<file path="src/rtl/clos_pkg.sv">
package clos_pkg;

  typedef enum logic [1:0] {ST_IDLE, ST_SRCH, ST_PROG} ctrl_st_e;

  localparam logic KIND_SETUP    = 1'b0;
  localparam logic KIND_TEARDOWN = 1'b1;

  // index width that is at least one bit
  function automatic int idx_w(input int n);
    return (n > 1) ? $clog2(n) : 1;
  endfunction

  // outer switch that owns a port
  function automatic int sw_of(input int port, input int per_sw);
    return port / per_sw;
  endfunction

  // position of a port inside its outer switch
  function automatic int loc_of(input int port, input int per_sw);
    return port % per_sw;
  endfunction

endpackage

</file>
<file path="src/rtl/clos_xbar.sv">
module clos_xbar
  import clos_pkg::*;
#(
  parameter int NIN  = 3,
  parameter int NOUT = 5,
  parameter int W    = 8,
  localparam int SW  = idx_w(NIN),
  localparam int OW  = idx_w(NOUT)
) (
  input  logic              clk,
  input  logic              rst_n,
  input  logic              wr_en,
  input  logic [OW-1:0]     wr_port,
  input  logic [SW-1:0]     wr_sel,
  input  logic              wr_on,
  input  logic [NIN*W-1:0]  in_d,
  input  logic [NIN-1:0]    in_v,
  output logic [NOUT*W-1:0] out_d,
  output logic [NOUT-1:0]   out_v
);

  logic [SW-1:0] sel_q [NOUT];
  logic [NOUT-1:0] on_q;

  for (genvar o = 0; o < NOUT; o++) begin : g_col
    always_ff @(posedge clk) begin
      if (!rst_n) begin
        sel_q[o] <= '0;
        on_q[o]  <= 1'b0;
      end else if (wr_en && (wr_port == OW'(o))) begin
        sel_q[o] <= wr_sel;
        on_q[o]  <= wr_on;
      end
    end
    assign out_d[o*W +: W] = on_q[o] ? in_d[sel_q[o]*W +: W] : '0;
    assign out_v[o]        = on_q[o] & in_v[sel_q[o]];
  end

endmodule

</file>
<file path="src/rtl/clos_ctrl.sv">
module clos_ctrl
  import clos_pkg::*;
#(
  parameter int NI = 4,
  parameter int NO = 4,
  parameter int N  = 3,
  parameter int P  = 3,
  parameter int M  = N + P - 1,
  localparam int PORTS = NI * N,
  localparam int PW = idx_w(PORTS),
  localparam int AW = idx_w(NI),
  localparam int BW = idx_w(NO),
  localparam int MW = idx_w(M),
  localparam int LW = idx_w(N),
  localparam int OW = idx_w(P)
) (
  input  logic          clk,
  input  logic          rst_n,
  input  logic          req_valid,
  input  logic          req_kind,
  input  logic [PW-1:0] req_in,
  input  logic [PW-1:0] req_out,
  output logic          rsp_done,
  output logic          rsp_err,
  output logic [MW-1:0] rsp_mid,
  output logic          prog_en,
  output logic          prog_on,
  output logic [AW-1:0] prog_a,
  output logic [BW-1:0] prog_b,
  output logic [MW-1:0] prog_m,
  output logic [LW-1:0] prog_li,
  output logic [OW-1:0] prog_lo
);

  ctrl_st_e st_q;
  logic          kind_q;
  logic [PW-1:0] pin_q, pout_q;
  logic          res_err_q;
  logic [MW-1:0] res_mid_q;

  logic [PORTS-1:0] in_busy, out_busy;
  logic [PW-1:0]    in_dst [PORTS];
  logic [MW-1:0]    in_mid [PORTS];
  logic [M-1:0]     lnk_a [NI];
  logic [M-1:0]     lnk_b [NO];

  // named internal events
  logic          accept, range_bad, srch_err;
  logic [PW-1:0] pin_s, pout_s;
  logic [AW-1:0] sa;
  logic [BW-1:0] sb;
  logic [M-1:0]  free_mask;
  logic [MW-1:0] pick, srch_mid;

  assign accept    = req_valid && (st_q == ST_IDLE);
  assign range_bad = (int'(pin_q) >= PORTS) || (int'(pout_q) >= PORTS);
  assign pin_s     = range_bad ? '0 : pin_q;
  assign pout_s    = range_bad ? '0 : pout_q;
  assign sa        = AW'(sw_of(int'(pin_s), N));
  assign sb        = BW'(sw_of(int'(pout_s), P));
  assign free_mask = ~lnk_a[sa] & ~lnk_b[sb];

  always_comb begin
    pick = '0;
    for (int m = M - 1; m >= 0; m--)
      if (free_mask[m]) pick = MW'(m);
  end

  always_comb begin
    if (kind_q == KIND_SETUP) begin
      srch_err = range_bad || in_busy[pin_s] || out_busy[pout_s] || (free_mask == '0);
      srch_mid = pick;
    end else begin
      srch_err = range_bad || !in_busy[pin_s] || (in_dst[pin_s] != pout_q);
      srch_mid = in_mid[pin_s];
    end
  end

  always_ff @(posedge clk) begin
    if (!rst_n) begin
      st_q      <= ST_IDLE;
      kind_q    <= KIND_SETUP;
      pin_q     <= '0;
      pout_q    <= '0;
      res_err_q <= 1'b0;
      res_mid_q <= '0;
      rsp_done  <= 1'b0;
      rsp_err   <= 1'b0;
      rsp_mid   <= '0;
    end else begin
      rsp_done <= 1'b0;
      case (st_q)
        ST_IDLE: if (accept) begin
          kind_q <= req_kind;
          pin_q  <= req_in;
          pout_q <= req_out;
          st_q   <= ST_SRCH;
        end
        ST_SRCH: begin
          res_err_q <= srch_err;
          res_mid_q <= srch_mid;
          st_q      <= ST_PROG;
        end
        default: begin
          rsp_done <= 1'b1;
          rsp_err  <= res_err_q;
          rsp_mid  <= res_mid_q;
          st_q     <= ST_IDLE;
        end
      endcase
    end
  end

  always_ff @(posedge clk) begin
    if (!rst_n) begin
      in_busy  <= '0;
      out_busy <= '0;
      for (int i = 0; i < PORTS; i++) begin
        in_dst[i] <= '0;
        in_mid[i] <= '0;
      end
      for (int a = 0; a < NI; a++) lnk_a[a] <= '0;
      for (int b = 0; b < NO; b++) lnk_b[b] <= '0;
    end else if (prog_en) begin
      in_busy[pin_s]          <= prog_on;
      out_busy[pout_s]        <= prog_on;
      in_dst[pin_s]           <= pout_q;
      in_mid[pin_s]           <= res_mid_q;
      lnk_a[sa][res_mid_q]    <= prog_on;
      lnk_b[sb][res_mid_q]    <= prog_on;
    end
  end

  assign prog_en = (st_q == ST_PROG) && !res_err_q;
  assign prog_on = (kind_q == KIND_SETUP);
  assign prog_a  = sa;
  assign prog_b  = sb;
  assign prog_m  = res_mid_q;
  assign prog_li = LW'(loc_of(int'(pin_s), N));
  assign prog_lo = OW'(loc_of(int'(pout_s), P));


  done_latency_chk: assert property (@(posedge clk) disable iff (!rst_n)
    accept |=> ##2 rsp_done);


  free_path_chk: assert property (@(posedge clk) disable iff (!rst_n)
    (st_q == ST_SRCH && kind_q == KIND_SETUP && !range_bad &&
     !in_busy[pin_s] && !out_busy[pout_s]) |-> (free_mask != '0));


  reject_keeps_state_chk: assert property (@(posedge clk) disable iff (!rst_n)
    (rsp_done && rsp_err) |-> (in_busy == $past(in_busy) && out_busy == $past(out_busy)));


  busy_ignore_chk: assert property (@(posedge clk) disable iff (!rst_n)
    (st_q != ST_IDLE && req_valid) |=> ($stable(pin_q) && $stable(pout_q)));

  for (genvar a = 0; a < NI; a++) begin : g_load

    link_load_chk: assert property (@(posedge clk) disable iff (!rst_n)
      $countones(lnk_a[a]) <= N);
  end

endmodule

</file>
<file path="src/rtl/clos_switch.sv">
module clos_switch
  import clos_pkg::*;
#(
  parameter int NI = 4,
  parameter int NO = 4,
  parameter int N  = 3,
  parameter int P  = 3,
  parameter int W  = 8,
  localparam int M     = N + P - 1,
  localparam int PORTS = NI * N,
  localparam int PW    = idx_w(PORTS),
  localparam int AW    = idx_w(NI),
  localparam int BW    = idx_w(NO),
  localparam int MW    = idx_w(M),
  localparam int LW    = idx_w(N),
  localparam int OW    = idx_w(P)
) (
  input  logic               clk,
  input  logic               rst_n,
  input  logic               req_valid,
  input  logic               req_kind,
  input  logic [PW-1:0]      req_in,
  input  logic [PW-1:0]      req_out,
  output logic               rsp_done,
  output logic               rsp_err,
  output logic [MW-1:0]      rsp_mid,
  input  logic [PORTS*W-1:0] in_data,
  input  logic [PORTS-1:0]   in_valid,
  output logic [PORTS*W-1:0] out_data,
  output logic [PORTS-1:0]   out_valid
);

  logic          prog_en, prog_on;
  logic [AW-1:0] prog_a;
  logic [BW-1:0] prog_b;
  logic [MW-1:0] prog_m;
  logic [LW-1:0] prog_li;
  logic [OW-1:0] prog_lo;

  clos_ctrl #(.NI(NI), .NO(NO), .N(N), .P(P), .M(M)) u_ctrl (
    .clk(clk), .rst_n(rst_n),
    .req_valid(req_valid), .req_kind(req_kind), .req_in(req_in), .req_out(req_out),
    .rsp_done(rsp_done), .rsp_err(rsp_err), .rsp_mid(rsp_mid),
    .prog_en(prog_en), .prog_on(prog_on), .prog_a(prog_a), .prog_b(prog_b),
    .prog_m(prog_m), .prog_li(prog_li), .prog_lo(prog_lo)
  );

  logic [M*W-1:0]  fst_d [NI];
  logic [M-1:0]    fst_v [NI];
  logic [NI*W-1:0] mid_in_d [M];
  logic [NI-1:0]   mid_in_v [M];
  logic [NO*W-1:0] mid_out_d [M];
  logic [NO-1:0]   mid_out_v [M];
  logic [M*W-1:0]  lst_in_d [NO];
  logic [M-1:0]    lst_in_v [NO];

  for (genvar a = 0; a < NI; a++) begin : g_first
    clos_xbar #(.NIN(N), .NOUT(M), .W(W)) u_sw (
      .clk(clk), .rst_n(rst_n),
      .wr_en(prog_en && prog_a == AW'(a)), .wr_port(prog_m), .wr_sel(prog_li), .wr_on(prog_on),
      .in_d(in_data[a*N*W +: N*W]), .in_v(in_valid[a*N +: N]),
      .out_d(fst_d[a]), .out_v(fst_v[a])
    );
    for (genvar m = 0; m < M; m++) begin : g_up
      assign mid_in_d[m][a*W +: W] = fst_d[a][m*W +: W];
      assign mid_in_v[m][a]        = fst_v[a][m];
    end
  end

  for (genvar m = 0; m < M; m++) begin : g_mid
    clos_xbar #(.NIN(NI), .NOUT(NO), .W(W)) u_sw (
      .clk(clk), .rst_n(rst_n),
      .wr_en(prog_en && prog_m == MW'(m)), .wr_port(prog_b), .wr_sel(prog_a), .wr_on(prog_on),
      .in_d(mid_in_d[m]), .in_v(mid_in_v[m]),
      .out_d(mid_out_d[m]), .out_v(mid_out_v[m])
    );
    for (genvar b = 0; b < NO; b++) begin : g_down
      assign lst_in_d[b][m*W +: W] = mid_out_d[m][b*W +: W];
      assign lst_in_v[b][m]        = mid_out_v[m][b];
    end
  end

  for (genvar b = 0; b < NO; b++) begin : g_last
    clos_xbar #(.NIN(M), .NOUT(P), .W(W)) u_sw (
      .clk(clk), .rst_n(rst_n),
      .wr_en(prog_en && prog_b == BW'(b)), .wr_port(prog_lo), .wr_sel(prog_m), .wr_on(prog_on),
      .in_d(lst_in_d[b]), .in_v(lst_in_v[b]),
      .out_d(out_data[b*P*W +: P*W]), .out_v(out_valid[b*P +: P])
    );
  end


  reset_quiet_chk: assert property (@(posedge clk)
    $past(!rst_n) |-> (out_valid == '0 && !rsp_done));

endmodule

</file>
<file path="config.mk">
export PLATFORM = sky130hd
export DESIGN_NAME = clos_switch
export DESIGN_NICKNAME = d
export VERILOG_FILES = /design/src/rtl/clos_pkg.sv /design/src/rtl/clos_xbar.sv /design/src/rtl/clos_ctrl.sv /design/src/rtl/clos_switch.sv
export SDC_FILE = /design/constraint.sdc
export NUM_CORES = 2
export LEC_CHECK = 0
export ABC_AREA = 1
export BUFFER_PORTS_ARGS = -buffer_cell sky130_fd_sc_hd__buf_2
export CAP_MARGIN = 20
export CELL_PAD_IN_SITES_DETAIL_PLACEMENT = 0
export CELL_PAD_IN_SITES_GLOBAL_PLACEMENT = 1
export CORE_ASPECT_RATIO = 1.1
export CORE_MARGIN = 10
export CORE_UTILIZATION = 44
export CTS_BUF_LIST = sky130_fd_sc_hd__clkbuf_2 sky130_fd_sc_hd__clkbuf_4 sky130_fd_sc_hd__clkbuf_8
export DETAILED_ROUTE_END_ITERATION = 8
export PLACE_DENSITY_LB_ADDON = 0.05
export SLEW_MARGIN = 10
export SYNTH_ARGS = -nofsm -noshare
export SYNTH_HDL_FRONTEND = slang
export SYNTH_SLANG_ARGS = --single-unit
</file>
<file path="constraint.sdc">
create_clock -name clk -period 5.14 [get_ports clk]
set_input_delay 1.028 -clock clk [delete_from_list [all_inputs] [get_ports clk]]
set_output_delay 1.028 -clock clk [all_outputs]
set_load 0.005 [all_outputs]
</file>
==> impl_metrics.csv <==
group,metric,value,unit
run_status,status,"complete, but fails checks",
run_status,violations,"setup timing",
global_route,grt_pass1_vias,32962,
setup_path,cp_top_family,"simple AND/OR/NAND/NOR gates",
finish,post-route-util,49.9,%
cts,clk_path_buf_depth,3,
finish,areaGrowthSynthToFinish,12.8,%
place,dp_hpwl,128000,um
pwr,ir_drop,0.280,mV
synth,yosysMostFrequentCell,"nand2_1",
floorplanning,core_area,66100,um2
setup_path,crit_path_start,"g_first[2].u_sw.sel_q[1][0]",
route,vias,37181,
synth,synth_top_area_cell,"edfxtp_1",
route,routed_wire_length_per_instance,28.0,um
synth,yosys.area_share.simple,36.8,%
synth,yosys_warnings,0,
synth,yosysTopAreaCellShare,24.6,%
pwr,cellLeakagePower,12.8,nW
global_route,grt.total_usage,41.0,%
sta,period_share,101,%
cts,cts_tree,"built",
route,firstDrtPassIters,7,
cts,clk_latency,710,ps
synth,synth_area,29300,um2
finish,drive_gt1_share,11.1,%
setup_path,crit_path_cell_trace,"clkinv_1, nand2_1, o21ai_0, nand2_1, nor2_1, nor2_1, nor3_1, o221ai_1, a21oi_1, buf_2",
sta,worstMarginPinSlew,1090,ps
sta,slew_headroom,27.2,%
finish,final_nets,5118,
synth,ys_types,42,
setup_path,critPathMaxFanout,19,
sta,rsz0062_at_grt,"no",
synth,ys.flop_type,"edfxtp_1",
sta,setup_viol,3,
route,antenna_left,0,
synth,synth_xor_area_share,0.115,%
setup_path,crit_path_end_kind,"output pin",
synth,yosys-top-cells-count,"nand2_1 (1,355), nand3_1 (630), o21ai_0 (552), nor2_1 (513), a21oi_1 (424)",
finish,final_cells,5903,
sta,setup_ws,-28.6,ps
synth,synth_top_family_by_area,"simple AND/OR/NAND/NOR gates",
cts,cts-root-buf,"clkbuf_8",
setup_path,crit_end,"out_valid[9]",
synth,syn_nets,4964,
cts,h-tree-depth,2,
sta,min_period,5170,ps
global_route,grt_pass1_wl,234000,um
setup_path,reg2reg_slack,520,ps
synth,syn_area_per_cell,6.05,um2
floorplanning,io_pins,233,
route,via_per_inst,6.30,
sta,finalClockSkew,45.4,ps
synth,synth_fa_ha_area_share,0.299,%
setup_path,crit_path_max_incr_delay,560,ps
setup_path,r2r_cells,20,
setup_path,arrival,4140,ps
setup_path,setup.worst_path.class,"register to output pin",
setup_path,timing.rr.start,"u_ctrl.pout_q[2]",
floorplanning,dieHeight,290,um
cts,clock-sinks,336,
synth,synthCells,4837,
floorplanning,die_width,266,um
setup_path,cp.depth,10,
synth,synth_area_leaders,"edfxtp_1 (25%), nand2_1 (17%), nand3_1 (11%)",
cts,cts_buffers,58,
place,place.gp.congestion,1.16,
setup_path,cp.required,4110,ps
setup_path,crit_path_top_delay_cell,"o21ai_0",
place,dp.cells,5789,
route,wirelength,165000,um
cts,path_clk_slew,60,ps
floorplanning,die_area,77200,um2
synth,ys_ff_latch,336,
cts,postCtsSetupBuffers,0,
sta,drv_slew,0,
setup_path,r2r-end,"g_mid[4].u_sw.sel_q[2][0]",
global_route,overflow,0,
global_route,grt_antenna_before_repair,9,
pwr,p_total,7.42,mW
route,drtIter0Drc,5763,
setup_path,critical_path_buf_inv_count,2,
floorplanning,start_util,44.2,%
synth,muxShareOfSynthArea,0.0342,%
synth,async_flop_share,0,%
sta,hold_ws,449,ps
pwr,p_per_area,225,nW/um2
synth,synth_seq_area_share,31.2,%
global_route,grt_max_degree,67,
floorplanning,num_rows,99,
setup_path,critPathLaunchType,"register",
synth,synth_edf_count,240,
place,io_buffers,232,
sta,finalHoldViolations,0,
sta,max_freq,0.193,GHz
run,maxCapViolCount,0,
route,drc,0,
worst_hold_path,hold_path_class,"register to register",
synth,synth-compound-area-share,22.9,%
[cells in the final DEF, fill, tap and decap left out, types with 6 or more instances in the layout]
master	instances
dfxtp_1	95
nand2_2	8
a31oi_1	32
a22oi_1	10
o221ai_1	37
o211ai_1	98
nor2_1	513
nor3_1	32
edfxtp_1	240
o22ai_1	46
a21oi_2	6
o21ai_1	22
inv_2	9
nand4_1	32
ha_1	7
clkinv_1	76
nand3_1	630
clkbuf_8	72
clkbuf_4	20
or2_2	9
buf_4	161
inv_1	285
a21oi_1	418
buf_2	231
nand2_1	1354
o21ai_0	547
[metrics by stage]
stage          worst slack (ps)  TNS (ps)  area [um2]
2_1_floorplan              1560         0       29300
3_3_place_gp                592         0       31600
3_5_place_dp                596         0       31600
4_1_cts                     101         0       32900
5_1_grt                    6.45         0       33000
6_report                  -28.6     -63.0       33000
[worst min-delay path by stage]
stage,start,endpoint,cells after the start
2_1_floorplan,u_ctrl.out_busy[9],u_ctrl.out_busy[9],2
3_3_place_gp,u_ctrl.out_busy[3],u_ctrl.out_busy[3],2
3_5_place_dp,u_ctrl.out_busy[9],u_ctrl.out_busy[9],2
4_1_cts,u_ctrl.out_busy[9],u_ctrl.out_busy[9],2
5_1_grt,u_ctrl.out_busy[9],u_ctrl.out_busy[9],2
6_report,u_ctrl.out_busy[9],u_ctrl.out_busy[9],2
[sequential cells by signal, indices dropped and copies added, names as in the netlist, 12 cells and up]
register            cells
u_ctrl.in_busy         12
g_first.u_sw.sel_q     40
g_last.u_sw.on_q       12
u_ctrl.out_busy        12
g_mid.u_sw.sel_q       40
u_ctrl.in_mid          36
u_ctrl.lnk_b           20
g_first.u_sw.on_q      20
g_mid.u_sw.on_q        20
u_ctrl.in_dst          48
g_last.u_sw.sel_q      36
u_ctrl.lnk_a           20
[worst register-to-register path, cell delays in order, from the launching register on]
cell and delay [ps]:
dfxtp_1 390, inv_2 290, nand3_2 210, inv_1 160, ha_1 220, inv_1 70
nand2_1 80, nand3_1 110, nand2_1 340, inv_2 210, nor2_1 130, a21oi_1 70
ha_1 190, nor2_1 110, buf_4 170, nand2_4 130, nor2_1 230, inv_2 110
nor2_2 440, nand4_2 440, nand2_1 240
[what timing repair did]
action / CTS / global route
resized for setup: 0 / 16
hold buffers: 0 / 0
endpoints found under the setup margin: 0 / 50
[cell families (layout without fill, tap and decap cells)]
kind of cell               after synthesis  after routing
and+or+nand+nor                       2593           2593
buffers and inverters                  670            873
muxes                                    1              1
AOI/OAI and AO/OA                     1227           1227
other                                    0              5
adders and majority gates                7              7
xor gates and xnor gates                 3              3
DFF                                    336            336
[power breakdown]
part	internal (mW)	switching (mW)
combinational	0.348	1.02
clock	1.67	1.23
sequential	2.98	0.157
total	5.00	2.42
[layout make-up]
| cell class | instances | area, um2 |
|---|---|---|
| Timing Repair Buffer | 394 | 2390 |
| Inverter | 370 | 1400 |
| Antenna cell | 5 | 12.5 |
| Multi-Input combinational cell | 3831 | 17600 |
| Clock inverter | 17 | 238 |
| Sequential cell | 336 | 9130 |
| Tap cell | 858 | 1070 |
| Clock buffer | 92 | 1140 |
| Fill cell | 7026 | 33200 |
[layer usage]
layer / GRT usage (%) / wire (um) / up-vias
li1: - / - / 16755
met1: 52.8 / 62100 / 17280
met2: 59.5 / 68500 / 2610
met3: 9.22 / 20100 / 532
met4: 29.5 / 14500 / 4
met5: 1.03 / 119 / -
Power figures use the tool's default switching activity.
